==> src/rtl/sleep_wake_ctrl.sv <==
module sleep_wake_ctrl #(
  parameter int N_EXT   = 3,
  parameter int N_CAP   = 10,
  parameter int SEL_W   = 8,
  parameter int RST_CYC = 4
) (
  input  logic             clk,
  input  logic             rst_n,
  input  logic             mode_wr,
  input  logic [1:0]       mode_wdata,
  input  logic [SEL_W-1:0] settle_sel,
  input  logic             osc_stable,
  input  logic             periph_irq,
  input  logic [N_CAP-1:0] cap_irq,
  input  logic [N_CAP-1:0] cap_en,
  input  logic [N_EXT-1:0] ext_pin,
  input  logic [N_EXT-1:0] ext_edge,
  input  logic [N_EXT-1:0] ext_pol,
  input  logic [N_EXT-1:0] ext_wake_en,
  input  logic [N_EXT-1:0] ext_flag_clr,
  output logic             cpu_clk_en,
  output logic             periph_clk_en,
  output logic             osc_en,
  output logic             retain_en,
  output logic             wake_irq,
  output logic             sys_rst_out,
  output logic [1:0]       mode_field,
  output logic [N_EXT-1:0] ext_flag
);
  localparam int CNT_W = SEL_W + 5;
  localparam logic [CNT_W-1:0] RST_LAST = CNT_W'(RST_CYC - 1);

  typedef enum logic [2:0] {S_RUN, S_IDLE, S_PD, S_DPD, S_SETTLE, S_RSTP} st_t;

  st_t              st_q, st_d;
  logic [1:0]       mode_q;
  logic             deep_q, wirq_q;
  logic [CNT_W-1:0] cnt_q;
  logic [N_EXT-1:0] pin_q, flag_q;

  wire [N_EXT-1:0] lvl_on   = ~(ext_pin ^ ext_pol);
  wire [N_EXT-1:0] rise     = ext_pin & ~pin_q;
  wire [N_EXT-1:0] fall     = ~ext_pin & pin_q;
  wire [N_EXT-1:0] edge_hit = ext_edge & ((ext_pol & rise) | (~ext_pol & fall));
  wire [N_EXT-1:0] ext_act  = (ext_edge & flag_q) | (~ext_edge & lvl_on);

  wire ext_wake   = |(ext_act & ext_wake_en);
  wire light_wake = ext_wake | periph_irq | (|(cap_irq & cap_en));

  wire [CNT_W-1:0] settle_len  = (CNT_W'(settle_sel) + CNT_W'(1)) << 4;
  wire [CNT_W-1:0] settle_last = settle_len - CNT_W'(1);
  wire settle_done = osc_stable && (cnt_q == settle_last);
  wire rst_done    = (cnt_q == RST_LAST);

  wire entry_req = mode_wr && (mode_wdata != 2'b00);
  wire cancel    = (mode_wdata == 2'b01) ? light_wake : ext_wake;

  always_comb begin
    st_d = st_q;
    unique case (st_q)
      S_RUN:
        if (entry_req && !cancel)
          st_d = (mode_wdata == 2'b01) ? S_IDLE :
                 (mode_wdata == 2'b10) ? S_PD : S_DPD;
      S_IDLE:   if (light_wake) st_d = S_RUN;
      S_PD,
      S_DPD:    if (ext_wake) st_d = S_SETTLE;
      S_SETTLE: if (settle_done) st_d = deep_q ? S_RSTP : S_RUN;
      S_RSTP:   if (rst_done) st_d = S_RUN;
      default:  st_d = S_RUN;
    endcase
  end

  always_ff @(posedge clk or negedge rst_n) begin
    if (!rst_n) begin
      st_q   <= S_RUN;
      mode_q <= 2'b00;
      deep_q <= 1'b0;
      wirq_q <= 1'b0;
      cnt_q  <= '0;
      pin_q  <= '0;
      flag_q <= '0;
    end else begin
      st_q   <= st_d;
      pin_q  <= ext_pin;
      flag_q <= ext_edge & ((flag_q & ~ext_flag_clr) | edge_hit);
      wirq_q <= (st_d == S_RUN) && (st_q == S_IDLE || st_q == S_SETTLE);

      if (st_q == S_RUN && st_d != S_RUN)
        mode_q <= mode_wdata;
      else if ((st_q == S_IDLE || st_q == S_SETTLE) && st_d != st_q)
        mode_q <= 2'b00;

      if (st_q == S_DPD)      deep_q <= 1'b1;
      else if (st_q == S_RUN) deep_q <= 1'b0;

      if (st_q == S_SETTLE)
        cnt_q <= (!osc_stable || settle_done) ? '0 : cnt_q + CNT_W'(1);
      else if (st_q == S_RSTP)
        cnt_q <= rst_done ? '0 : cnt_q + CNT_W'(1);
      else
        cnt_q <= '0;
    end
  end

  assign cpu_clk_en    = (st_q == S_RUN) || (st_q == S_RSTP);
  assign periph_clk_en = cpu_clk_en || (st_q == S_IDLE);
  assign osc_en        = !(st_q == S_PD || st_q == S_DPD);
  assign retain_en     = !(st_q == S_DPD || (st_q == S_SETTLE && deep_q));
  assign sys_rst_out   = (st_q == S_RSTP);
  assign wake_irq      = wirq_q;
  assign mode_field    = mode_q;
  assign ext_flag      = flag_q;


  clocks_off_chk: assert property (@(posedge clk) disable iff (!rst_n)
    !osc_en |-> (!cpu_clk_en && !periph_clk_en));


  mode_clock_chk: assert property (@(posedge clk) disable iff (!rst_n)
    (mode_field == 2'b00) == cpu_clk_en);


  wake_pulse_chk: assert property (@(posedge clk) disable iff (!rst_n)
    wake_irq |=> !wake_irq);


  retain_chk: assert property (@(posedge clk) disable iff (!rst_n)
    !retain_en |-> !cpu_clk_en);


  settle_hold_chk: assert property (@(posedge clk) disable iff (!rst_n)
    (osc_en && !periph_clk_en && !osc_stable) |=> !cpu_clk_en);


  rst_pulse_chk: assert property (@(posedge clk) disable iff (!rst_n)
    sys_rst_out |-> (!wake_irq && retain_en && cpu_clk_en));


  for (genvar i = 0; i < N_EXT; i++) begin : g_lvl
    level_flag_chk: assert property (@(posedge clk) disable iff (!rst_n)
      $past(!ext_edge[i]) |-> !ext_flag[i]);
  end
endmodule

==> config.mk <==
export PLATFORM = sky130hd
export DESIGN_NAME = sleep_wake_ctrl
export DESIGN_NICKNAME = d
export VERILOG_FILES = /design/src/rtl/sleep_wake_ctrl.sv
export SDC_FILE = /design/constraint.sdc
export NUM_CORES = 1
export LEC_CHECK = 0
export BUFFER_PORTS_ARGS = -buffer_cell sky130_fd_sc_hd__buf_2
export CAP_MARGIN = 5
export CORE_MARGIN = 2
export CORE_UTILIZATION = 35
export DETAILED_ROUTE_END_ITERATION = 10
export HOLD_SLACK_MARGIN = 0.12
export PLACE_DENSITY = 0.56
export SYNTH_ARGS = -nofsm -noshare
export SYNTH_HDL_FRONTEND = slang
export SYNTH_SLANG_ARGS = --single-unit
==> constraint.sdc <==
create_clock -name clk -period 2.8 [get_ports clk]
set_clock_uncertainty 0.1 [all_clocks]
set_input_delay 0.56 -clock clk [delete_from_list [all_inputs] [get_ports clk]]
set_output_delay 0.56 -clock clk [all_outputs]
set_load 0.02 [all_outputs]
==> results of run 1 <==
-- power by group through the flow --
stage | Sequential (W) | Clock, W | Combinational (W)
final | 0.000464 | 0.000207 | 0.000383
after global routing | 0.000473 | 0.000230 | 0.000433
after CTS | 0.000463 | 0.000215 | 0.000386
after detailed placement | 0.000470 | 0 | 0.000385
after global placement | 0.000471 | 0 | 0.000386
after floorplan | 0.000470 | 0 | 0.000244
-- cell usage in the layout (no fill, tap or decap), drive strengths merged, types with 2 or more instances in the layout --
cell type	instances
a21boi	2
a21oi	13
a221oi	2
a22oi	4
a31oi	2
and2	9
and3	21
and4	2
buf	64
clkbuf	3
dfrtp	26
ha	2
inv	6
nand2	22
nand3	10
nand3b	3
nand4	2
nor2	16
nor2b	3
nor3	5
nor4	5
nor4b	2
o21ai	9
o21bai	2
o221ai	4
xnor2	12
xor2	12
-- flip-flops by register name, indices dropped and copies added (netlist names) --
name	cells
st_q	3
mode_field	2
pin_q	3
wake_irq	1
ext_flag	3
deep_q	1
cnt_q	13
-- cells in the mapped netlist (5+ instances only) --
master   instances
and2_1           7
nand3_1         10
nor2_1          16
xor2_1          12
xnor2_1         12
nor3_1           5
dfrtp_1         26
inv_1            6
o21ai_0          6
nand2_1         22
a21oi_1         12
and3_1          19
-- path summary, 6_finish.rpt --
check / from / to / slack [ps] / depth (start not counted)
max: settle_sel[0] / cnt_q[0] / 340 / 8
min: rst_n / cnt_q[6] / 180 / 1
max reg2reg: cnt_q[0] / cnt_q[0] / 700 / 8
min reg2reg: mode_field[0] / mode_field[0] / 450 / 2
max in group asynchronous: rst_n / cnt_q[10] / 2040 / 1
min in group clk: ext_pin[1] / pin_q[1] / 340 / 1
-- stage by stage --
step           utilization [%]  power, W  hold WS, ps  setup WS (ps)
3_5_place_dp              42.6  0.000855          425           27.4
2_1_floorplan                -  0.000714          164            265
3_3_place_gp              42.6  0.000856          427           29.1
5_1_grt                   43.4   0.00114          221            116
4_1_cts                   43.4   0.00106          202            323
6_report                  43.4   0.00105          184            343
-- cells by family after synthesis --
family                     synth area share, %
adders and majority gates                 1.30
xor gates and xnor gates                  10.9
muxes                                    0.520
buffers and inverters                     3.44
and+or+nand+nor                           31.6
DFF                                       33.8
AOI/OAI and AO/OA                         18.5
-- metal layers --
metal / up-vias / wire, um
li1: 938 / -
met1: 872 / 2170
met2: 29 / 2180
met3: 2 / 162
met4: 0 / 34
met5: - / 0
-- critical path, cell delays in order --
cell and delay [ps]:
buf_2 100, ha_1 360, or2b_1 280, a221oi_2 200, xor2_1 200, mux2i_1 290, nand3b_2 250, and3b_2 270
-- layout make-up --
cell class / count / area [sq um]
Fill cell: 572 / 3060
Multi-Input combinational cell: 183 / 1210
Sequential cell: 26 / 651
Timing Repair Buffer: 64 / 330
Tap cell: 72 / 90.1
Clock buffer: 3 / 41.3
Inverter: 6 / 22.5
==> impl_results.md, run 1 <==
* Tmin final at 2460 ps
* Switch share at 36.8%
* Internal cell power at 0.000667 W
* Clk pwr share at 19.6%
* DP Cell Count at 351
* RD Place Congestion at 0.821
* Min-Delay Path Class: in2async
* Reg power frac at 44.0%
* CTS Root Cell: clkbuf_8
* Pin count of the biggest net entering global routing at 27
* Area grow syn2layout at 21.7%
* Fin nets at 336
* GRT Residual Overflow at 0
* Post-synth net total at 274
* CP max FO at 12
* Drt initial violations at 57
* Number of gates resized after CTS at 0
* CTS Sinks at 26
* I/O Buffers at 60
* Detailed-route DRC error count at 0
* Number of post-CTS setup repair buffers at 0
* Starting density of the core at 35.6%
* Placed instance area at 2300 sq um
* Row count at 27
* Hpwl dp at 3590 um
* Placeable Area at 5410 sq um
* RSZ-0062 raised after global routing: false
* Chip height at 78.2 um
* H-tree levels at 1
* Final hold violations at 0
* WP data required at 2860 ps
* Final setup fails at 0
* Post-route design area at 2340 sq um
* #FFs+latches synth at 26
* Setup TNS Final at 0 ps
* Met3 usage at 1.72%
* Cell Area, Synth at 1930 sq um
* Max-cap violations at 0
* Rel. slew slack at 61.8%
* GR peak layer: met2
* Cts hold-fix bufs at 0
* Number of synthesized flops with an enable pin at 0
* Clock Tree Buf Depth at 2
* CTS tree: built
* Total GRT Usage at 15.2%
* Fmax at 0.407 GHz
* Top Ports at 61
* Antenna violations before repair at 0
* Startpoint types: primary input
* Final Max Slew Viols at 0
* IR drop worst, VDD at 0.000226 V
* Average wire per standard cell at 12.8 um
* Cell variety after synth at 56
* Synth top area cells: dfrtp_1, and3_1, xnor2_1, xor2_1, nand2_1
* Async S/R FF share, synth at 100%
* CTS clock-pin slew for the worst setup and hold paths at 80 ps
* Post-route insts no fill at 354
* Num CTS Buffers at 3
* Top-area cell type share of the netlist area at 33.8%
* Power Density at 450 nW/um^2
* Met2 Usage GRT at 25.8%
* Yosys Warn Count at 0
* Cells after Synth at 222
* Prevailing post-synth register cell: dfrtp_1
* Number of global-route vias before repair at 1,713
* Psw at 0.000388 W
* Post-synth top area cell: dfrtp_1
* Syn avg cell area at 8.67 sq um
* Insertion delay to the later sink of the worst-skew pair at 260 ps
* First-pass GRT wire length at 7650 um
* Critical Path AT at 2510 ps
* Die area at 6110 sq um
* Status: finished clean
* Vias per Instance at 5.20
* Crit path capture type: flop
* Die width at 78.2 um
* Logic pwr share at 36.4%
* Setup CP Type: in2reg
* Total number of vias at 1,841
* Drt total wl at 4540 um
* ANT cells at 0
* Fraction of layout cells with a size suffix above 1 at 29.1%
* Leak at 1.16 nW
* Final period util at 87.7%
* Met1 Use GR at 21.0%
* Seq/Total Area, Yosys at 33.8%
* DR pass1 iterations at 4
* Worst Max-Slew Pin Slew at 573 ps
* Remaining antenna violation count after routing at 0
No activity file was read; power rests on OpenSTA's default activity.
==> run 2: changes to the inputs <==
--- a/config.mk
+++ b/config.mk
@@ -5,6 +5,7 @@
 export SDC_FILE = /design/constraint.sdc
 export NUM_CORES = 1
 export LEC_CHECK = 0
+export ABC_AREA = 1
 export BUFFER_PORTS_ARGS = -buffer_cell sky130_fd_sc_hd__buf_2
 export CAP_MARGIN = 5
 export CORE_MARGIN = 2
==> constraint.sdc (replaced) <==
create_clock -name clk -period 2.8 [get_ports clk]
set_clock_uncertainty 0.1 [all_clocks]
set_input_delay 0.84 -clock clk [delete_from_list [all_inputs] [get_ports clk]]
set_output_delay 0.84 -clock clk [all_outputs]
set_load 0.02 [all_outputs]
==> run 2 against run 1 <==
Area after synthesis rose by 5.1%. Global-route usage rose by 0.46 points. Critical endpoint is now mode_field[0]. Largest power group is now combinational logic. Final cell count increased by 32%. Non-clock buffer count is 3 higher. Count of clock-buffer cells in the layout stayed put. Routed wire length increased by 7.8%. Critical path depth up 10.
==> impl_results.md, run 2 <==
* Status: finished clean
* Fin nets at 447
* WP data required at 2910 ps
* Final period util at 93.2%
* Top-area cell type share of the netlist area at 32.2%
* Insertion delay to the later sink of the worst-skew pair at 270 ps
* Crit path capture type: flop
* Power Density at 470 nW/um^2
* Final Max Slew Viols at 0
* CTS clock-pin slew for the worst setup and hold paths at 90 ps
* Average wire per standard cell at 10.5 um
* Worst Max-Slew Pin Slew at 581 ps
* Tmin final at 2610 ps
* Top delay family on crit path: simple AND/OR/NAND/NOR gates
* Chip height at 80.0 um
* Cell mode on critical path: nand2_2
* Area of the multi-input gates at 1230 sq um
* Starting density of the core at 36.5%
* Worst R2R Setup Slack at 500 ps
* Cell variety after synth at 28
* Syn avg cell area at 6.24 sq um
* Post-route insts no fill at 466
* Clock Tree Buf Depth at 2
* First-pass GRT wire length at 8250 um
* CTS Root Cell: clkbuf_8
* Placeable Area at 5540 sq um
* Remaining antenna violation count after routing at 0
* Max reg flops at 13
* DR pass1 iterations at 4
* Cell Area, Synth at 2020 sq um
* Min-Delay Path Class: reg2reg
* I/O Buffers at 60
* Number of global-route vias before repair at 1,983
* Layout fillers at 587
* Prevailing post-synth register cell: dfrtp_1
* RD Place Congestion at 0.864
* Top Ports at 61
* Number of synthesized flops with an enable pin at 0
* Most flop-heavy register: cnt_q
* WP buf/inv at 1
* Core Util, Final at 47.5%
* Startpoint types: primary input
* IR drop worst, VDD at 0.000250 V
* Post-synth top area cell: dfrtp_1
* Crit path largest cell delay at 250 ps
* Top post-synthesis cells by count: nand2_1, inv_1, nor2_1, nand3_1, dfrtp_1
* Synth top area cells: dfrtp_1, nand2_1, inv_1, nor2_1, nand3_1
* Vias per Instance at 4.62
* Area grow syn2layout at 30.1%
* GRT Residual Overflow at 0
* Yosys Warn Count at 0
* DP Cell Count at 461
* Drt total wl at 4890 um
* #FFs+latches synth at 26
* CP max FO at 4
* Total number of vias at 2,155
* Async S/R FF share, synth at 100%
* CP max-delay cell: ha_4
* CTS tree: built
* Drt initial violations at 68
* Die area at 6400 sq um
* CP Cell Sequence: buf_4 -> ha_4 -> or2_4 -> nand3_1 -> nand4_1 -> a21oi_1 -> nand3_2 -> nor2_4 -> nand3_2 -> nand2_2 -> nand2_2 -> nand2_2 -> nand3_1 -> nand2_1 -> nand2_1 -> nand2_2 -> nand3_1 -> nand2_1
* Rel. slew slack at 61.3%
* Antenna violations before repair at 0
* Commonest non-fill, non-tap cell in the layout: nand2_1
* Hpwl dp at 3920 um
* Fmax at 0.383 GHz
* Final hold violations at 0
* Detailed-route DRC error count at 0
* Cells after Synth at 324
* ANT cells at 0
* Post-synth net total at 376
* Row count at 27
* Seq/Total Area, Yosys at 32.2%
* Max-cap violations at 0
* Leak at 1.38 nW
* Most frequent cells in the layout: nand2_1, buf_2, inv_1
* Pin count of the biggest net entering global routing at 27
* Setup CP Type: in2reg
* Fraction of layout cells with a size suffix above 1 at 26.6%
* H-tree levels at 1
* Register area at 651 sq um
* Final setup fails at 0
* Setup TNS Final at 0 ps
* Num CTS Buffers at 3
* Critical Path AT at 2720 ps
* Total GRT Usage at 15.7%
* Die width at 80.0 um
* Most instantiated library cell after synthesis: nand2_1
* CTS Sinks at 26
## run 2: cell count changes in the layout (fill, tap and decap cells not counted), moves of 7 or more
| cell | previous run | this run |
|---|---|---|
| nand2_2 | 0 | 12 |
| and3_1 | 19 | 1 |
| inv_1 | 6 | 55 |
| xor2_1 | 12 | 5 |
| nor2_1 | 16 | 37 |
| xnor2_1 | 12 | 1 |
| and2_1 | 7 | 0 |
| nand2_1 | 22 | 95 |
| nand3_1 | 10 | 25 |
## run 2: timing repair
action / in CTS / in global routing
hold buffers: 0 / 0
setup buffers: 0 / 1
gates resized for setup: 0 / 24
setup endpoints to repair: 0 / 16
## run 2: power breakdown
group / switching, W / internal [W] / leakage, nW
Clock: 0.000115 / 0.000191 / 0.0357
Sequential: 0.0000393 / 0.000417 / 0.350
Combinational: 0.000289 / 0.000187 / 0.996
## run 2: kinds of logic (layout without fill, tap and decap cells)
group	after synthesis	count (layout)	share of synthesized area, %
flip-flops	26	26	32.2
adder cells (fa/ha/maj)	2	2	1.24
AO/OA/AOI/OAI	20	20	6.56
buffers and inverters	59	129	11.0
XOR/XNOR	6	6	2.60
AND/OR/NAND/NOR	211	211	46.4
## run 2: cell type report
| class | count | share of cell area, % |
|---|---|---|
| Clock buffer | 3 | 1.57 |
| Clock inverter | 1 | 1.14 |
| Inverter | 58 | 8.27 |
| Multi-Input combinational cell | 239 | 46.9 |
| Sequential cell | 26 | 24.7 |
| Tap cell | 72 | 3.42 |
| Timing Repair Buffer | 67 | 14.0 |
## run 2: metal layers
layer / share of wire, % / routed length, um / GRT usage (%) / up-vias
li1: - / - / - / 1160
met1: 46 / 2260 / 20.2 / 964
met2: 51 / 2470 / 28.1 / 29
met3: 2.7 / 132 / 1.36 / 2
met4: 0.59 / 29 / 4.07 / 0
met5: 0 / 0 / 0 / -
## run 2: stage by stage
step                      area (sq um)  hold WS, ps  worst slack, ps  total power [W]
after floorplan                   2020          342              144         0.000743
after global placement            2470          363             -152         0.000923
after detailed placement          2470          371             -166         0.000922
after CTS                         2540          385             94.6          0.00124
after global routing              2630          398            -56.3          0.00134
final                             2630          380              190          0.00124
## run 2: path summary, 6_finish.rpt
check | from | to | cells after the start
worst min-delay path | cnt_q[0] | cnt_q[0] | 1
min in group asynchronous | rst_n | pin_q[2] | 1
max in group asynchronous | rst_n | st_q[0] | 1
worst max register to register | cnt_q[0] | cnt_q[12] | 14
worst max-delay path | settle_sel[1] | mode_field[0] | 18
worst min register to register | cnt_q[0] | cnt_q[0] | 1
==> run 3: changes to the inputs <==
--- a/config.mk
+++ b/config.mk
@@ -9,10 +9,10 @@
 export BUFFER_PORTS_ARGS = -buffer_cell sky130_fd_sc_hd__buf_2
 export CAP_MARGIN = 5
 export CORE_MARGIN = 2
-export CORE_UTILIZATION = 35
+export CORE_UTILIZATION = 45
 export DETAILED_ROUTE_END_ITERATION = 10
 export HOLD_SLACK_MARGIN = 0.12
-export PLACE_DENSITY = 0.56
+export PLACE_DENSITY = 0.69
 export SYNTH_ARGS = -nofsm -noshare
 export SYNTH_HDL_FRONTEND = slang
 export SYNTH_SLANG_ARGS = --single-unit
==> run 3 against run 2 <==
Utilization is 12 points higher. Global-route usage is 3.4 points higher. Routed wire length fell by 5.0%. Design area fell by 1.9%. First-iteration DRC count rose by 28%.
==> impl_results.md, run 3 (synthesized netlist as in run 2, its figures left out) <==
* CP max FO at 4
* Row count at 24
* Post-route design area at 2580 sq um
* ANT cells at 0
* Final hold violations at 0
* Total number of vias at 2,199
* WP data required at 2920 ps
* Number of global-route vias before repair at 1,982
* Leak at 1.37 nW
* Tmin final at 2610 ps
* Pin count of the biggest net entering global routing at 27
* RR Startpoint: cnt_q[0]
* I/O Buffers at 60
* Clock Tree Buf Depth at 2
* IR drop worst, VDD at 0.000398 V
* Fraction of layout cells with a size suffix above 1 at 26.3%
* Power Density at 447 nW/um^2
* RD Place Congestion at 0.833
* Crit path largest cell delay at 280 ps
* Worst hold slack at 387 ps
* Fmax at 0.383 GHz
* Area grow syn2layout at 27.6%
* CP Cell Sequence: buf_2 -> ha_4 -> or2_2 -> nand3_1 -> nand4_1 -> a21oi_2 -> nand3_2 -> nor2_4 -> nand3_2 -> nand2_2 -> nand2_1 -> nand2_2 -> nand2_2 -> o21ai_2 -> nand3_1 -> nand2_1
* Max-cap violations at 0
* Hold path depth at 1
* Drt total wl at 4650 um
* Starting density of the core at 46.5%
* Cell mode on critical path: nand2_2
* Most frequent cells in the layout: nand2_1, buf_2, inv_1
* Reg-to-Reg End: cnt_q[12]
* Detailed-route DRC error count at 0
* Min-Delay Path Class: reg2reg
* Final Max Slew Viols at 0
* Hpwl dp at 3780 um
* Max reg flops at 13
* Vias per Instance at 4.91
* Rel. slew slack at 63.0%
* Die area at 5050 sq um
* DP Cell Count at 443
* Insertion delay to the later sink of the worst-skew pair at 270 ps
* CTS Root Cell: clkbuf_8
* Remaining antenna violation count after routing at 0
* Top Ports at 61
* R2r worst-path depth at 14
* Core Util, Final at 59.3%
* Status: finished clean
* GRT Residual Overflow at 0
* Final period util at 93.3%
* Post-route insts no fill at 448
* Die width at 71.1 um
* Crit path capture type: flop
* Chip height at 71.1 um
* CP max-delay cell: or2_2
* First-pass GRT wire length at 8010 um
* CTS clock-pin slew for the worst setup and hold paths at 90 ps
* Startpoint types: primary input
* CTS Sinks at 26
* Antenna violations before repair at 0
* Drt initial violations at 87
* Total GRT Usage at 19.1%
* Num CTS Buffers at 3
* DR pass1 iterations at 4
* Fin nets at 449
* WHS Endpoint: cnt_q[0]
* H-tree levels at 1
* Commonest non-fill, non-tap cell in the layout: nand2_1
* Hold wc startpoint: cnt_q[0]
* Worst R2R Setup Slack at 500 ps
* Setup TNS Final at 0 ps
* Most flop-heavy register: cnt_q
* Setup CP Type: in2reg
* Placeable Area at 4350 sq um
* CTS tree: built
* Average wire per standard cell at 10.4 um
* Final setup fails at 0
* Worst Max-Slew Pin Slew at 554 ps
* Placed instance area at 2440 sq um
* Critical Path AT at 2730 ps
* Layout fillers at 421
## run 3: cell count changes in the layout (fill, tap and decap cells not counted), sizes merged
cell	before	now
buf	67	69
bufinv	1	0
clkbuf	3	4
## run 3: how the worst max path moves through the flow
stage | from | endpoint | slack, ps | cells after the start
after global placement | settle_sel[0] | mode_field[1] | -140 | 21
after CTS | settle_sel[0] | mode_field[1] | 120 | 21
after detailed placement | settle_sel[0] | mode_field[0] | -150 | 21
final | settle_sel[0] | mode_field[1] | 190 | 16
after floorplan | settle_sel[0] | cnt_q[12] | 140 | 13
after global routing | settle_sel[0] | mode_field[0] | -30 | 19
## run 3: cell type report
cell class	instances	area [sq um]	share of cell area (%)
Tap cell	52	65.1	2.52
Multi-Input combinational cell	239	1230	47.5
Clock buffer	4	55.1	2.13
Inverter	58	218	8.43
Sequential cell	26	651	25.2
Timing Repair Buffer	69	368	14.2
## run 3: critical path: cells and delay by family
| family | cells | cell delay [ps] |
|---|---|---|
| buf+inv | 1 | 120 |
| simple gates | 12 | 1210 |
| fa+ha+maj | 1 | 240 |
| compound gates | 2 | 300 |
## run 3: repair_timing
action | in CTS | in global routing
endpoints found under the setup margin | 0 | 9
resized for setup | 0 | 18
hold buffers | 0 | 0
endpoints found under the hold margin | 0 | 0
setup buffers | 0 | 1
## run 3: routing by layer
metal	GRT usage [%]	vias up	share of wire, %
met1	24.1	975	47
li1	-	1172	-
met5	0	-	0
met4	6.50	0	1.6
met3	1.28	6	3.0
met2	34.7	46	49
## run 3: power by group
part           switching, W  internal [W]
combinational      0.000280      0.000177
sequential        0.0000392      0.000417
clock              0.000115      0.000126
total              0.000434      0.000720
## run 3: through the flow
| step | setup slack [ps] | total power, W |
|---|---|---|
| after CTS | 125 | 0.00115 |
| final | 189 | 0.00115 |
| after global placement | -140 | 0.000903 |
| after global routing | -31.0 | 0.00125 |
| after floorplan | 144 | 0.000743 |
| after detailed placement | -155 | 0.000904 |
